$ cat src/rtl/segPkg.sv
package segPkg;
  localparam int SEL_W  = 16;
  localparam int ADDR_W = 32;
  localparam int AR_W   = 12;

  typedef enum logic [1:0] {
    FLD_SEL   = 2'd0,
    FLD_BASE  = 2'd1,
    FLD_LIMIT = 2'd2,
    FLD_AR    = 2'd3
  } dbgField_e;

  typedef struct packed {
    logic captureReq;  // latch pending segment and selector
    logic hiPhase;     // second descriptor word is being read
    logic latchLo;     // store first word
    logic latchHi;     // store second word
    logic commitProt;  // write decoded descriptor into cache
    logic commitReal;  // write real-mode values into cache
  } ctrlStrobes_t;
endpackage

$ cat src/rtl/segCtrl.sv
module segCtrl
  import segPkg::*;
(
  input  logic         clk,
  input  logic         rstN,
  input  logic         loadValid,
  input  logic         loadProt,
  input  logic         memValid,
  output logic         busy,
  output logic         memReq,
  output ctrlStrobes_t strobes
);
  typedef enum logic [1:0] {ST_IDLE, ST_RD_LO, ST_RD_HI, ST_COMMIT} state_e;
  state_e state, stateNext;

  logic accept;
  assign accept = loadValid && (state == ST_IDLE);

  always_comb begin
    stateNext = state;
    unique case (state)
      ST_IDLE:   if (accept && loadProt) stateNext = ST_RD_LO;
      ST_RD_LO:  if (memValid) stateNext = ST_RD_HI;
      ST_RD_HI:  if (memValid) stateNext = ST_COMMIT;
      ST_COMMIT: stateNext = ST_IDLE;
      default:   stateNext = ST_IDLE;
    endcase
  end

  always_ff @(posedge clk) begin
    if (!rstN) state <= ST_IDLE;
    else       state <= stateNext;
  end

  assign busy   = (state != ST_IDLE);
  assign memReq = (state == ST_RD_LO) || (state == ST_RD_HI);

  always_comb begin
    strobes            = '0;
    strobes.captureReq = accept && loadProt;
    strobes.commitReal = accept && !loadProt;
    strobes.hiPhase    = (state == ST_RD_HI);
    strobes.latchLo    = (state == ST_RD_LO) && memValid;
    strobes.latchHi    = (state == ST_RD_HI) && memValid;
    strobes.commitProt = (state == ST_COMMIT);
  end
endmodule

$ cat src/rtl/segDatapath.sv
module segDatapath
  import segPkg::*;
#(
  parameter int NUM_SEG = 4,
  localparam int SEG_W  = $clog2(NUM_SEG)
) (
  input  logic               clk,
  input  logic               rstN,
  input  ctrlStrobes_t       strobes,
  input  logic [SEG_W-1:0]   loadSeg,
  input  logic [SEL_W-1:0]   loadSel,
  input  logic [ADDR_W-1:0]  tableBase,
  input  logic [ADDR_W-1:0]  memData,
  output logic [ADDR_W-1:0]  memAddr,
  input  logic               addrValid,
  input  logic [SEG_W-1:0]   addrSeg,
  input  logic [ADDR_W-1:0]  addrOffset,
  output logic [ADDR_W-1:0]  linAddr,
  output logic               limitFault,
  input  logic               dbgWrEn,
  input  logic [SEG_W-1:0]   dbgSeg,
  input  logic [1:0]         dbgField,
  input  logic [ADDR_W-1:0]  dbgWrData,
  input  logic [SEG_W-1:0]   dbgRdSeg,
  input  logic [1:0]         dbgRdField,
  output logic [ADDR_W-1:0]  dbgRdData
);
  localparam logic [SEL_W-1:0]  CODE_SEL_RST  = 16'hF000;
  localparam logic [ADDR_W-1:0] CODE_BASE_RST = 32'hFFFF_0000;
  localparam logic [ADDR_W-1:0] REAL_LIMIT    = 32'h0000_FFFF;
  localparam logic [AR_W-1:0]   CODE_AR_RST   = 12'h09B;
  localparam logic [AR_W-1:0]   DATA_AR_RST   = 12'h093;

  logic [SEL_W-1:0]  selReg   [NUM_SEG];
  logic [ADDR_W-1:0] baseReg  [NUM_SEG];
  logic [ADDR_W-1:0] limitReg [NUM_SEG];
  logic [AR_W-1:0]   arReg    [NUM_SEG];

  // pending protected-mode load
  logic [SEG_W-1:0]  pendSeg;
  logic [SEL_W-1:0]  pendSel;
  logic [ADDR_W-1:0] loWord;
  logic [ADDR_W-1:0] hiWord;

  always_ff @(posedge clk) begin
    if (!rstN) begin
      pendSeg <= '0;
      pendSel <= '0;
      loWord  <= '0;
      hiWord  <= '0;
    end else begin
      if (strobes.captureReq) begin
        pendSeg <= loadSeg;
        pendSel <= loadSel;
      end
      if (strobes.latchLo) loWord <= memData;
      if (strobes.latchHi) hiWord <= memData;
    end
  end

  // descriptor entry address: index field times eight, plus four for word two
  logic [ADDR_W-1:0] entryAddr;
  assign entryAddr = tableBase + ADDR_W'({pendSel[SEL_W-1:3], 3'b000});
  assign memAddr   = strobes.hiPhase ? entryAddr + ADDR_W'(4) : entryAddr;

  // descriptor decode
  logic [ADDR_W-1:0] decBase;
  logic [19:0]       rawLimit;
  logic [ADDR_W-1:0] decLimit;
  logic [AR_W-1:0]   decAr;
  assign decBase  = {hiWord[31:24], hiWord[7:0], loWord[31:16]};
  assign rawLimit = {hiWord[19:16], loWord[15:0]};
  assign decLimit = hiWord[23] ? {rawLimit, 12'hFFF} : {12'h000, rawLimit};
  assign decAr    = {hiWord[23:20], hiWord[15:8]};

  // real-mode base from selector
  logic [ADDR_W-1:0] realBase;
  assign realBase = ADDR_W'({loadSel, 4'h0});

  for (genvar g = 0; g < NUM_SEG; g++) begin : gSeg
    localparam logic [SEG_W-1:0] IDX = SEG_W'(g);
    logic protHit, realHit, dbgHit;
    assign protHit = strobes.commitProt && (pendSeg == IDX);
    assign realHit = strobes.commitReal && (loadSeg == IDX);
    assign dbgHit  = dbgWrEn && (dbgSeg == IDX);

    always_ff @(posedge clk) begin
      if (!rstN) begin
        selReg[g]   <= (g == 0) ? CODE_SEL_RST  : '0;
        baseReg[g]  <= (g == 0) ? CODE_BASE_RST : '0;
        limitReg[g] <= REAL_LIMIT;
        arReg[g]    <= (g == 0) ? CODE_AR_RST   : DATA_AR_RST;
      end else if (protHit) begin
        selReg[g]   <= pendSel;
        baseReg[g]  <= decBase;
        limitReg[g] <= decLimit;
        arReg[g]    <= decAr;
      end else if (realHit) begin
        selReg[g]   <= loadSel;
        baseReg[g]  <= realBase;
        limitReg[g] <= REAL_LIMIT;
      end else if (dbgHit) begin
        unique case (dbgField)
          FLD_SEL:   selReg[g]   <= dbgWrData[SEL_W-1:0];
          FLD_BASE:  baseReg[g]  <= dbgWrData;
          FLD_LIMIT: limitReg[g] <= dbgWrData;
          FLD_AR:    arReg[g]    <= dbgWrData[AR_W-1:0];
          default:   ;
        endcase
      end
    end
  end

  // address formation uses only the hidden base
  assign linAddr    = baseReg[addrSeg] + addrOffset;
  assign limitFault = addrValid && (addrOffset > limitReg[addrSeg]);

  always_comb begin
    unique case (dbgRdField)
      FLD_SEL:   dbgRdData = ADDR_W'(selReg[dbgRdSeg]);
      FLD_BASE:  dbgRdData = baseReg[dbgRdSeg];
      FLD_LIMIT: dbgRdData = limitReg[dbgRdSeg];
      FLD_AR:    dbgRdData = ADDR_W'(arReg[dbgRdSeg]);
      default:   dbgRdData = '0;
    endcase
  end
endmodule

$ cat src/rtl/segDescCache.sv
module segDescCache
  import segPkg::*;
(
  input  logic        clk,
  input  logic        rstN,
  input  logic        loadValid,
  input  logic        loadProt,
  input  logic [1:0]  loadSeg,
  input  logic [15:0] loadSel,
  output logic        busy,
  input  logic [31:0] tableBase,
  output logic        memReq,
  output logic [31:0] memAddr,
  input  logic        memValid,
  input  logic [31:0] memData,
  input  logic        addrValid,
  input  logic [1:0]  addrSeg,
  input  logic [31:0] addrOffset,
  output logic [31:0] linAddr,
  output logic        limitFault,
  input  logic        dbgWrEn,
  input  logic [1:0]  dbgSeg,
  input  logic [1:0]  dbgField,
  input  logic [31:0] dbgWrData,
  input  logic [1:0]  dbgRdSeg,
  input  logic [1:0]  dbgRdField,
  output logic [31:0] dbgRdData
);
  ctrlStrobes_t strobes;

  segCtrl u_ctrl (
    .clk       (clk),
    .rstN      (rstN),
    .loadValid (loadValid),
    .loadProt  (loadProt),
    .memValid  (memValid),
    .busy      (busy),
    .memReq    (memReq),
    .strobes   (strobes)
  );

  segDatapath #(.NUM_SEG(4)) u_dp (
    .clk        (clk),
    .rstN       (rstN),
    .strobes    (strobes),
    .loadSeg    (loadSeg),
    .loadSel    (loadSel),
    .tableBase  (tableBase),
    .memData    (memData),
    .memAddr    (memAddr),
    .addrValid  (addrValid),
    .addrSeg    (addrSeg),
    .addrOffset (addrOffset),
    .linAddr    (linAddr),
    .limitFault (limitFault),
    .dbgWrEn    (dbgWrEn),
    .dbgSeg     (dbgSeg),
    .dbgField   (dbgField),
    .dbgWrData  (dbgWrData),
    .dbgRdSeg   (dbgRdSeg),
    .dbgRdField (dbgRdField),
    .dbgRdData  (dbgRdData)
  );
endmodule

$ cat config.mk
export PLATFORM = sky130hd
export DESIGN_NAME = segDescCache
export DESIGN_NICKNAME = d
export VERILOG_FILES = /design/src/rtl/segPkg.sv /design/src/rtl/segCtrl.sv /design/src/rtl/segDatapath.sv /design/src/rtl/segDescCache.sv
export SDC_FILE = /design/constraint.sdc
export NUM_CORES = 1
export LEC_CHECK = 0
export ABC_AREA = 0
export BUFFER_PORTS_ARGS = -buffer_cell sky130_fd_sc_hd__buf_4
export CAP_MARGIN = 20
export CORE_UTILIZATION = 40
export CTS_CLUSTER_SIZE = 20
export DETAILED_ROUTE_END_ITERATION = 8
export PLACE_DENSITY = 0.62
export SYNTH_ARGS = -nofsm -noshare
export SYNTH_HDL_FRONTEND = slang
export SYNTH_SLANG_ARGS = --single-unit
$ cat constraint.sdc
create_clock -name clk -period 5.8 [get_ports clk]
set_clock_uncertainty 0.05 [all_clocks]
set_input_delay 0.58 -clock clk [delete_from_list [all_inputs] [get_ports clk]]
set_output_delay 0.58 -clock clk [all_outputs]
set_load 0.05 [all_outputs]
==> impl_metrics.json <==
{
  "first_iter_violations": 3276,
  "synthArstFlopShare_pct": 0,
  "post_cts_buffers": 0,
  "fp.coreArea_um2": 67600,
  "place_congestion": 1.00,
  "dp.final_hpwl_um": 74700,
  "clock_sinks": 452,
  "cts_buffers": 48,
  "clock_latency_ns": 0.61,
  "cp-start-kind": "flip-flop",
  "routed_wl_um": 106000,
  "syn-mean-instance-area_um2": 11.9,
  "overflow": 0,
  "tightest_slew_ns": 1.20,
  "p_leak_uw": 0.0113,
  "seq_area_frac_synth_pct": 46.3,
  "synth_edf_count": 368,
  "grt_pass1_vias": 21776,
  "ys_types": 92,
  "pwr-share-comb_pct": 26.9,
  "cts_root_buf": "clkbuf_16",
  "hold_violations": 0,
  "grt_max_degree": 77,
  "switching_power_uw": 3320,
  "yosysTopAreaCellShare_pct": 40.2,
  "drc": 0,
  "max_cap_viol_count": 0,
  "grtUsageMet1_pct": 41.6,
  "rsz0062_at_grt": "no",
  "finalSetupViolCount": 0,
  "area_growth_pct": 16.0,
  "placedCellCount": 3283,
  "synth.area.mux_share_pct": 14.5,
  "yosysTopAreaCell": "edfxtp_1",
  "wl_per_cell_um": 31.5,
  "synth_area_leaders": "edfxtp_1 (40%), mux4_2 (14%), dfxtp_1 (6.1%)",
  "synth-compound-area-share_pct": 19.2,
  "drive_above_1_share_pct": 25.2,
  "synth.net_count": 2559,
  "ir_drop_uv": 305,
  "fmax_mhz": 190,
  "clkTransAtPathRegs_ns": 0.06,
  "num_rows": 95,
  "ys.flop_type": "edfxtp_1",
  "synth_cells": 2312,
  "r2r_slack_ns": 2.21,
  "drv_slew": 0,
  "nNetsFinal": 2708,
  "grt_pass1_wl_um": 152000,
  "die_h_um": 264,
  "met2_usage_pct": 45.5,
  "ys_warn_count": 0,
  "start_util_pct": 40.7,
  "die-area_um2": 69800,
  "worstHoldPathType": "primary input to flip-flop",
  "final_cell_count_no_fill": 3375,
  "seqPwrFrac_pct": 41.0,
  "period_share_pct": 90.6,
  "ios": 262,
  "cts_tree": "yes",
  "met3_usage_pct": 7.16,
  "vias": 22589,
  "die_x_um": 264,
  "clk_path_buf_depth": 3,
  "worstPathArrival_ns": 4.63,
  "cp.required_ns": 5.17,
  "syn_area_um2": 27500,
  "finalCriticalPeriod_ns": 5.26,
  "maxSlewHeadroom_pct": 20.0,
  "synth-seq-cells": 452,
  "cts_resized": 0,
  "p_clk_share_pct": 32.1,
  "synth_xor_area_share_pct": 2.23,
  "swShare_pct": 33.9,
  "cts.htree.levels": 2,
  "drtPass1Iterations": 6,
  "pwr_density_cell_nw_per_um2": 307,
  "worst-path-max-fanout": 9,
  "internal-power_uw": 6480,
  "synth_top_family_by_area": "compound AO/OA/AOI/OAI gates",
  "numPortBuffers": 257,
  "synth_simple_gate_area_share_pct": 10.2,
  "setup_tns_ns": 0,
  "grt_usage_pct": 29.9,
  "via_per_inst": 6.69,
  "busiest_layer": "met2",
  "cp-end-kind": "primary output",
  "total_power_uw": 9800,
  "postRouteAntennaNets": 0,
  "outcome": "completed",
  "cts_hold_buf": 0,
  "yosys.area_share.adder_pct": 3.87,
  "critPathKind": "flip-flop to primary output",
  "antenna_found_initial": 2
}
[placed cells by master (no fill, tap or decap), types with 56 or more instances in the layout]
cell type	count
edfxtp_1	368
buf_4	303
nand2_1	236
mux4_2	168
nor2_1	133
a221o_1	120
a22o_1	110
a21oi_1	94
a21boi_0	83
dfxtp_1	83
ha_1	82
and2_1	61
inv_1	56
[routing by layer]
metal | up-vias | routed length [µm]
li1 | 9428 | -
met1 | 11289 | 41700
met2 | 1636 | 47200
met3 | 234 | 13700
met4 | 2 | 3860
met5 | - | 13
[final timing paths]
| kind | startpoint | endpoint | depth (start not counted) |
|---|---|---|---|
| max | u_dp.pendSel[3] | memAddr[31] | 13 |
| min | loadSel[7] | u_dp.pendSel[7] | 3 |
| max reg2reg | u_ctrl.state[0] | u_dp.baseReg[3][29] | 9 |
| min reg2reg | u_dp.loWord[0] | u_dp.loWord[0] | 2 |
[cell families (layout without fill, tap and decap cells)]
group           count (synthesis)  count (layout)
compound gates                664             664
xor+xnor                       70              70
fa+ha+maj                      84              84
buf+inv                       265             454
flops                         452             452
mux                           187             187
other cells                     0               1
simple gates                  590             590
[synthesized netlist by cell type (4+ instances only)]
master	instances
a211oi_1	6
a21boi_0	83
a21o_1	19
a21oi_1	94
a21oi_2	4
a221o_1	120
a22o_1	110
a22oi_1	17
a31oi_1	9
a32o_1	38
and2_1	61
and3_1	24
and4_1	5
buf_1	46
clkbuf_1	155
clkbuf_2	4
dfxtp_1	84
edfxtp_1	368
ha_1	82
inv_1	56
mux2i_1	16
mux4_2	168
nand2_1	236
nand2b_1	15
nand3_1	18
nand3b_1	4
nand4_1	13
nor2_1	144
nor2b_1	11
nor3_1	15
nor3b_1	4
o211ai_1	4
o21a_1	11
o21ai_0	63
o221a_2	13
o22a_1	17
o22ai_1	10
or2_2	13
or3_1	5
xnor2_1	42
xor2_1	28
[per-stage QoR]
stage / area, µm² / hold WS, ns / setup WS, ns / utilization, %
2_1_floorplan: 27500 / 0.406 / 0.221 / -
3_3_place_gp: 30300 / 0.426 / 0.629 / 44.8
3_5_place_dp: 30300 / 0.431 / 0.572 / 44.8
4_1_cts: 31900 / 0.182 / 0.537 / 47.2
5_1_grt: 31900 / 0.205 / 0.143 / 47.2
6_report: 31900 / 0.205 / 0.545 / 47.2
[cell type report]
| class | count | area, µm² |
|---|---|---|
| Fill cell | 6021 | 35700 |
| Multi-Input combinational cell | 1595 | 13900 |
| Sequential cell | 452 | 12700 |
| Timing Repair Buffer | 308 | 2370 |
| Clock buffer | 68 | 1370 |
| Tap cell | 873 | 1090 |
| Clock inverter | 22 | 218 |
| Inverter | 56 | 210 |
| Antenna cell | 1 | 2.50 |
[power by group through the flow]
stage / Sequential (µW) / Clock, µW / Combinational (µW)
2_1_floorplan: 3950 / 0 / 1740
3_3_place_gp: 4050 / 0 / 2580
3_5_place_dp: 4060 / 0 / 2610
4_1_cts: 3990 / 3160 / 2610
5_1_grt: 4020 / 3260 / 2780
6_report: 4010 / 3150 / 2640
[sequential cells by signal (all words and copies together) (netlist names)]
signal,cells
u_ctrl.state,2
u_dp.hiWord,32
u_dp.selReg,64
u_dp.pendSel,16
u_dp.pendSeg,2
u_dp.limitReg,128
u_dp.arReg,48
u_dp.baseReg,128
u_dp.loWord,32
[worst max-delay path, cell delays in order, from the launching register on]
cell,delay [ns]
dfxtp_1,0.46
ha_1,0.25
inv_1,0.07
fa_1,0.42
and2b_1,0.26
o21bai_1,0.11
a21oi_2,0.35
o211ai_4,0.19
a21oi_1,0.50
mux2i_1,0.30
or4b_4,0.51
nor4_2,0.21
xnor2_1,0.16
buf_4,0.22
No activity file was read; power rests on OpenSTA's default activity.
